[src/rtl/bpu_pkg.sv]
package bpu_pkg;

    typedef enum logic [1:0] {
        PH_NONE = 2'd0,
        PH_ADDR = 2'd1,
        PH_DATA = 2'd2
    } phase_kind_t;

    typedef enum logic [1:0] {
        PERR_OFF     = 2'd0,
        PERR_GOOD    = 2'd1,
        PERR_BAD     = 2'd2,
        PERR_RESTORE = 2'd3
    } perr_state_t;

    typedef enum logic {
        SERR_IDLE  = 1'b0,
        SERR_PULSE = 1'b1
    } serr_state_t;

endpackage

[src/rtl/bpu_capture.sv]
// Stage one: folds AD and C/BE# into a parity bit per byte lane, registers
// the generated parity and classifies the phase for the check stage.
module bpu_capture
    import bpu_pkg::*;
#(
    parameter int AD_W = 32,
    parameter int BE_W = 4
) (
    input  logic            clk,
    input  logic            rst_n,
    input  logic [AD_W-1:0] ad_i,
    input  logic [BE_W-1:0] cbe_n_i,
    input  logic            addr_phase_i,
    input  logic            data_done_i,
    input  logic            drive_en_i,
    output logic            par_o,
    output logic            par_oe_o,
    output logic            parity_q,
    output phase_kind_t     kind_q
);
    localparam int LANE_W = AD_W / BE_W;

    logic [BE_W-1:0] lane_par;
    logic            fold_par;
    phase_kind_t     kind_d;

    generate
        for (genvar g = 0; g < BE_W; g++) begin : g_lane
            assign lane_par[g] = (^ad_i[g*LANE_W +: LANE_W]) ^ cbe_n_i[g];
        end
    endgenerate

    assign fold_par = ^lane_par;

    always_comb begin
        if (drive_en_i)        kind_d = PH_NONE;
        else if (addr_phase_i) kind_d = PH_ADDR;
        else if (data_done_i)  kind_d = PH_DATA;
        else                   kind_d = PH_NONE;
    end

    always_ff @(posedge clk or negedge rst_n) begin
        if (!rst_n) begin
            parity_q <= 1'b0;
            kind_q   <= PH_NONE;
            par_oe_o <= 1'b0;
        end else begin
            parity_q <= fold_par;
            kind_q   <= kind_d;
            par_oe_o <= drive_en_i;
        end
    end

    assign par_o = parity_q;

    p_par_even_r1: assert property (@(posedge clk) disable iff (!rst_n)
        $past(drive_en_i) |-> ((^{$past(ad_i), $past(cbe_n_i), par_o}) == 1'b0));

    p_par_oe_lag_r2: assert property (@(posedge clk) disable iff (!rst_n)
        $rose(par_oe_o) |-> $past(drive_en_i));

endmodule

[src/rtl/bpu_compare.sv]
// Stage two: compares the stored parity with the parity bit received one
// clock after the phase and raises the check events.
module bpu_compare
    import bpu_pkg::*;
(
    input  phase_kind_t kind_q,
    input  logic        parity_q,
    input  logic        par_i,
    output logic        data_chk,
    output logic        data_err,
    output logic        addr_err
);
    logic mismatch;

    assign mismatch = parity_q ^ par_i;

    always_comb begin
        data_chk = 1'b0;
        data_err = 1'b0;
        addr_err = 1'b0;
        unique case (kind_q)
            PH_ADDR: addr_err = mismatch;
            PH_DATA: begin
                data_chk = 1'b1;
                data_err = mismatch;
            end
            default: ;
        endcase
    end

endmodule

[src/rtl/bpu_perr_fsm.sv]
// Data-error line driver: high or low per checked phase, one high clock of
// restore after a low, then released.
module bpu_perr_fsm
    import bpu_pkg::*;
(
    input  logic clk,
    input  logic rst_n,
    input  logic chk_i,
    input  logic err_i,
    output logic perr_n_o,
    output logic perr_oe_o
);
    perr_state_t state_q, state_d;

    always_comb begin
        if (chk_i)                  state_d = err_i ? PERR_BAD : PERR_GOOD;
        else if (state_q == PERR_BAD) state_d = PERR_RESTORE;
        else                        state_d = PERR_OFF;
    end

    always_ff @(posedge clk or negedge rst_n) begin
        if (!rst_n) state_q <= PERR_OFF;
        else        state_q <= state_d;
    end

    always_comb begin
        unique case (state_q)
            PERR_OFF:     begin perr_oe_o = 1'b0; perr_n_o = 1'b1; end
            PERR_GOOD:    begin perr_oe_o = 1'b1; perr_n_o = 1'b1; end
            PERR_BAD:     begin perr_oe_o = 1'b1; perr_n_o = 1'b0; end
            PERR_RESTORE: begin perr_oe_o = 1'b1; perr_n_o = 1'b1; end
            default:      begin perr_oe_o = 1'b0; perr_n_o = 1'b1; end
        endcase
    end

    p_perr_restore_r5: assert property (@(posedge clk) disable iff (!rst_n)
        ($past(perr_oe_o) && !$past(perr_n_o)) |-> perr_oe_o);

endmodule

[src/rtl/bpu_serr_fsm.sv]
// System-error line driver: single-clock low pulse, otherwise undriven.
module bpu_serr_fsm
    import bpu_pkg::*;
(
    input  logic clk,
    input  logic rst_n,
    input  logic fire_i,
    output logic serr_n_o,
    output logic serr_oe_o,
    output logic signaled_o
);
    serr_state_t state_q, state_d;

    always_comb begin
        state_d = fire_i ? SERR_PULSE : SERR_IDLE;
    end

    always_ff @(posedge clk or negedge rst_n) begin
        if (!rst_n) state_q <= SERR_IDLE;
        else        state_q <= state_d;
    end

    always_comb begin
        unique case (state_q)
            SERR_PULSE: begin serr_oe_o = 1'b1; serr_n_o = 1'b0; signaled_o = 1'b1; end
            default:    begin serr_oe_o = 1'b0; serr_n_o = 1'b1; signaled_o = 1'b0; end
        endcase
    end

    p_serr_open_drain_r7: assert property (@(posedge clk) disable iff (!rst_n)
        serr_oe_o |-> !serr_n_o);

endmodule

[src/rtl/bus_parity_unit.sv]
module bus_parity_unit
    import bpu_pkg::*;
#(
    parameter int AD_W = 32,
    parameter int BE_W = 4
) (
    input  logic            clk,
    input  logic            rst_n,
    input  logic [AD_W-1:0] ad_i,
    input  logic [BE_W-1:0] cbe_n_i,
    input  logic            par_i,
    input  logic            addr_phase_i,
    input  logic            data_done_i,
    input  logic            drive_en_i,
    input  logic            resp_en_i,
    input  logic            serr_en_i,
    output logic            par_o,
    output logic            par_oe_o,
    output logic            perr_n_o,
    output logic            perr_oe_o,
    output logic            serr_n_o,
    output logic            serr_oe_o,
    output logic            set_detected_o,
    output logic            set_signaled_o
);
    logic        parity_q;
    phase_kind_t kind_q;
    logic        data_chk, data_err, addr_err;

    bpu_capture #(.AD_W(AD_W), .BE_W(BE_W)) u_capture (
        .clk          (clk),
        .rst_n        (rst_n),
        .ad_i         (ad_i),
        .cbe_n_i      (cbe_n_i),
        .addr_phase_i (addr_phase_i),
        .data_done_i  (data_done_i),
        .drive_en_i   (drive_en_i),
        .par_o        (par_o),
        .par_oe_o     (par_oe_o),
        .parity_q     (parity_q),
        .kind_q       (kind_q)
    );

    bpu_compare u_compare (
        .kind_q   (kind_q),
        .parity_q (parity_q),
        .par_i    (par_i),
        .data_chk (data_chk),
        .data_err (data_err),
        .addr_err (addr_err)
    );

    bpu_perr_fsm u_perr (
        .clk       (clk),
        .rst_n     (rst_n),
        .chk_i     (data_chk & resp_en_i),
        .err_i     (data_err),
        .perr_n_o  (perr_n_o),
        .perr_oe_o (perr_oe_o)
    );

    bpu_serr_fsm u_serr (
        .clk        (clk),
        .rst_n      (rst_n),
        .fire_i     (addr_err & resp_en_i & serr_en_i),
        .serr_n_o   (serr_n_o),
        .serr_oe_o  (serr_oe_o),
        .signaled_o (set_signaled_o)
    );

    always_ff @(posedge clk or negedge rst_n) begin
        if (!rst_n) set_detected_o <= 1'b0;
        else        set_detected_o <= data_err | addr_err;
    end

    p_perr_gated_r6: assert property (@(posedge clk) disable iff (!rst_n)
        (perr_oe_o && !perr_n_o) |-> $past(resp_en_i));

    p_serr_gated_r7: assert property (@(posedge clk) disable iff (!rst_n)
        serr_oe_o |-> ($past(resp_en_i) && $past(serr_en_i)));

    p_detect_low_r8: assert property (@(posedge clk) disable iff (!rst_n)
        (perr_oe_o && !perr_n_o) |-> set_detected_o);

    p_signaled_r9: assert property (@(posedge clk) disable iff (!rst_n)
        serr_oe_o |-> set_signaled_o);

endmodule

[config.mk]
export PLATFORM = sky130hd
export DESIGN_NAME = bus_parity_unit
export DESIGN_NICKNAME = d
export VERILOG_FILES = /design/src/rtl/bpu_pkg.sv /design/src/rtl/bpu_capture.sv /design/src/rtl/bpu_compare.sv /design/src/rtl/bpu_perr_fsm.sv /design/src/rtl/bpu_serr_fsm.sv /design/src/rtl/bus_parity_unit.sv
export SDC_FILE = /design/constraint.sdc
export NUM_CORES = 1
export LEC_CHECK = 0
export ABC_CLOCK_PERIOD_IN_PS = 1100
export BUFFER_PORTS_ARGS = -buffer_cell sky130_fd_sc_hd__buf_2
export CAP_MARGIN = 40
export CELL_PAD_IN_SITES_DETAIL_PLACEMENT = 1
export CELL_PAD_IN_SITES_GLOBAL_PLACEMENT = 1
export CORE_ASPECT_RATIO = 0.6
export CORE_UTILIZATION = 25
export DETAILED_ROUTE_END_ITERATION = 8
export PLACE_DENSITY = 0.89
export SLEW_MARGIN = 20
export SYNTH_ARGS = -nofsm -noshare
export SYNTH_HDL_FRONTEND = slang
export SYNTH_SLANG_ARGS = --single-unit
export TNS_END_PERCENT = 1
[constraint.sdc]
create_clock -name clk -period 1.1 [get_ports clk]
set_input_delay 0.055 -clock clk [delete_from_list [all_inputs] [get_ports clk]]
set_output_delay 0.055 -clock clk [all_outputs]
set_load 0.1 [all_outputs]
==> out/results.ini <==
[run_status]
status = finished with violations
violations = setup timing

[timing]
slew_headroom_pct = 68.1
finClkSkew_ns = 0.000844
postLayoutSetupSlackWorst_ns = -0.0627
hold_viol_final = 0
rsz0062_at_grt = yes
min_period_over_period_pct = 106
fmax_mhz = 860
finalCriticalPeriod_ns = 1.16
worst_slew_pin_slew_ns = 0.482
drv_slew = 0
setup_viol = 1

[pwr]
clkPwrFrac_pct = 14.1
p_switching_uw = 1130
ir_worst_vdd_mv = 0.753
p_leak_uw = 0.000554
switching_share_pct = 45.2
p_total_uw = 2500
combPwrFrac_pct = 68.7
p_seq_share_pct = 17.2
powerDensity_mw_per_mm2 = 2080
intPower_uw = 1370

[clock_tree]
cts.sinks = 8
cts_root_buf = clkbuf_8
cts_max_path_buffers = 2
insertion_delay_ns = 0.23
clk_pin_slew_ns = 0.04
htreeDepth = 1
cts_tree = yes
cts_made_buffers = 3

[flow_run]
cap_violations = 0

[floorplanning]
rows = 13
start_util_pct = 27.3
die-area_mm2 = 0.00266
die_y_um = 40.4
ios = 52
coreArea_mm2 = 0.00224
die_x_um = 65.9

[logic_synthesis]
syn_area_per_cell_um2 = 10.4
synthesis.nets = 103
yosys_warnings = 0
synth-seq-cells = 8
netlist_area_um2 = 613
synth_sequential_area_ratio_pct = 32.7
synth_cell_types = 15
synth_cells = 59

[setup_path]
cpMaxStageDelayCell = xnor3_1
cp.arrival_ns = 1.26
start_kind = primary input
cp_num_buf_inv = 1
r2r_cells = 4
path_cells = buf_6 -> xnor2_2 -> xnor2_2 -> xnor2_1 -> xnor3_1 -> xnor2_1
reg2reg_to = u_perr.state_q[1]
path_class = primary input to register
cp_max_fo = 1
r2r-start = u_capture.kind_q[0]
r2r_slack_ns = 0.12
required_ns = 1.20
cp_slowest_stage_delay_ns = 0.46
end_kind = register
path_delay_family = XOR/XNOR gates

[placed_design]
portBuffers = 51
place_hpwl_mm = 1.45
place_congestion = 0.661
dpl-instance-area_mm2 = 0.00100

[grt]
grt_pass1_wl_mm = 2.55
antenna_found_initial = 0
grtUsageTotal_pct = 13.9
grt-ovfl-total = 0
grt_pass1_vias = 605
grt_max_degree = 9

[worst_hold_path]
hold_class = primary input to register
hold_start = resp_en_i
worstHoldEndpoint = u_perr.state_q[0]
holdPathStages = 3

[cells_and_area]
stdcell_area_mm2 = 0.00120
syn2layout_area_growth_pct = 96.1
antennaDiodeCount = 0
fillers = 254
regArea_um2 = 205
nNetsFinal = 162
final_cell_mix = buf_2, xnor2_1, buf_12
layout-drive-gt1-share_pct = 57.8
final_common_cell = buf_2
multi_input_area_um2 = 475

[route]
finalWirelength_mm = 1.86
via_count = 596
routed_via_density = 4.08
route.detailed.drc = 0
ant_nets = 0
drtPass1Iterations = 2
drt-initial-drc-count = 4
wl_per_cell_um = 12.7

layer usage:
layer | global-route usage (%) | vias to the layer above | routed length (µm)
met1 | 12.7 | 274 | 586
li1 | - | 295 | -
met5 | 0 | - | 0
met3 | 4.83 | 2 | 106
met2 | 28.8 | 25 | 1140
met4 | 6.91 | 0 | 27
power by group through the flow:
stage,Sequential [µW],Combinational (µW),Clock [µW]
after CTS,433,1660,354
after detailed placement,443,1480,0
after floorplan,642,851,0
after global routing,438,1790,380
after global placement,439,1440,0
final,430,1720,352
stage by stage:
stage	setup slack (ns)	setup TNS [ns]	hold slack (ns)	std cells	utilization [%]
5_1_grt	-0.128	-0.128	0.0757	146	53.6
4_1_cts	-0.0000220	-0.0000220	0.0808	146	49.7
6_report	-0.0627	-0.0627	0.0825	146	53.6
2_1_floorplan	-0.0715	-0.193	-0.241	59	-
3_3_place_gp	-0.205	-0.205	-0.0984	139	44.8
3_5_place_dp	-0.273	-0.273	-0.0957	139	44.8
registers in the layout, summed over array words and instances (netlist names):
| register | count |
|---|---|
| u_capture.par_o | 1 |
| u_perr.state_q | 2 |
| u_capture.kind_q | 2 |
| u_serr.state_q | 1 |
| set_detected_o | 1 |
| u_capture.par_oe_o | 1 |
synth_stat cells:
| cell type | n | area [µm²] |
|---|---|---|
| o21ai_0 | 1 | 5.00 |
| xnor2_1 | 31 | 272 |
| xnor3_1 | 1 | 22.5 |
| dfrtp_1 | 8 | 200 |
| inv_1 | 1 | 3.75 |
| nor3b_1 | 1 | 7.51 |
| nand4b_1 | 1 | 8.76 |
| xor2_1 | 4 | 35.0 |
| nor2b_1 | 2 | 12.5 |
| buf_4 | 1 | 7.51 |
| nand2b_1 | 2 | 12.5 |
| nand2_1 | 2 | 7.51 |
| nand3_1 | 1 | 5.00 |
| nor2_1 | 2 | 7.51 |
| or2_2 | 1 | 6.26 |
worst max-delay path by stage:
stage | endpoint | slack [ns] | from | depth (start not counted)
floorplan | serr_n_o | -0.07 | u_serr.state_q | 1
global placement | u_capture.par_o | -0.21 | ad_i[25] | 6
detailed placement | u_capture.par_o | -0.27 | ad_i[5] | 6
CTS | u_capture.par_o | -0.00002 | ad_i[31] | 6
global route | u_capture.par_o | -0.13 | ad_i[13] | 6
finish | u_capture.par_o | -0.06 | ad_i[13] | 6
cells by family after synthesis:
group | count (synthesis) | share of synthesized area (%)
buf+inv | 2 | 1.84
simple gates | 12 | 11.0
compound gates | 1 | 0.816
xor+xnor | 36 | 53.7
flops | 8 | 32.7
worst register-to-register path, delay by kind of cell (launching register included):
family / cells / cell delay, ns
flip-flops: 1 / 0.41
AND/OR/NAND/NOR: 3 / 0.37
AO/OA/AOI/OAI: 1 / 0.08
what timing repair did:
item,4_1_cts,5_1_grt
hold buffers,3,0
gates cloned,0,0
endpoints found under the setup margin,2,1
pin swaps,1,9
setup buffers,1,0
endpoints found under the hold margin,10,0
resized for setup,7,12
area by class of cell:
cell class                      instances  share of cell area, %
Tap cell                               30                   3.12
Sequential cell                         8                   17.1
Multi-Input combinational cell         49                   39.5
Clock buffer                            3                   3.43
Timing Repair Buffer                   55                   36.2
Inverter                                1                  0.624
No activity file was read; power rests on OpenSTA's default activity.
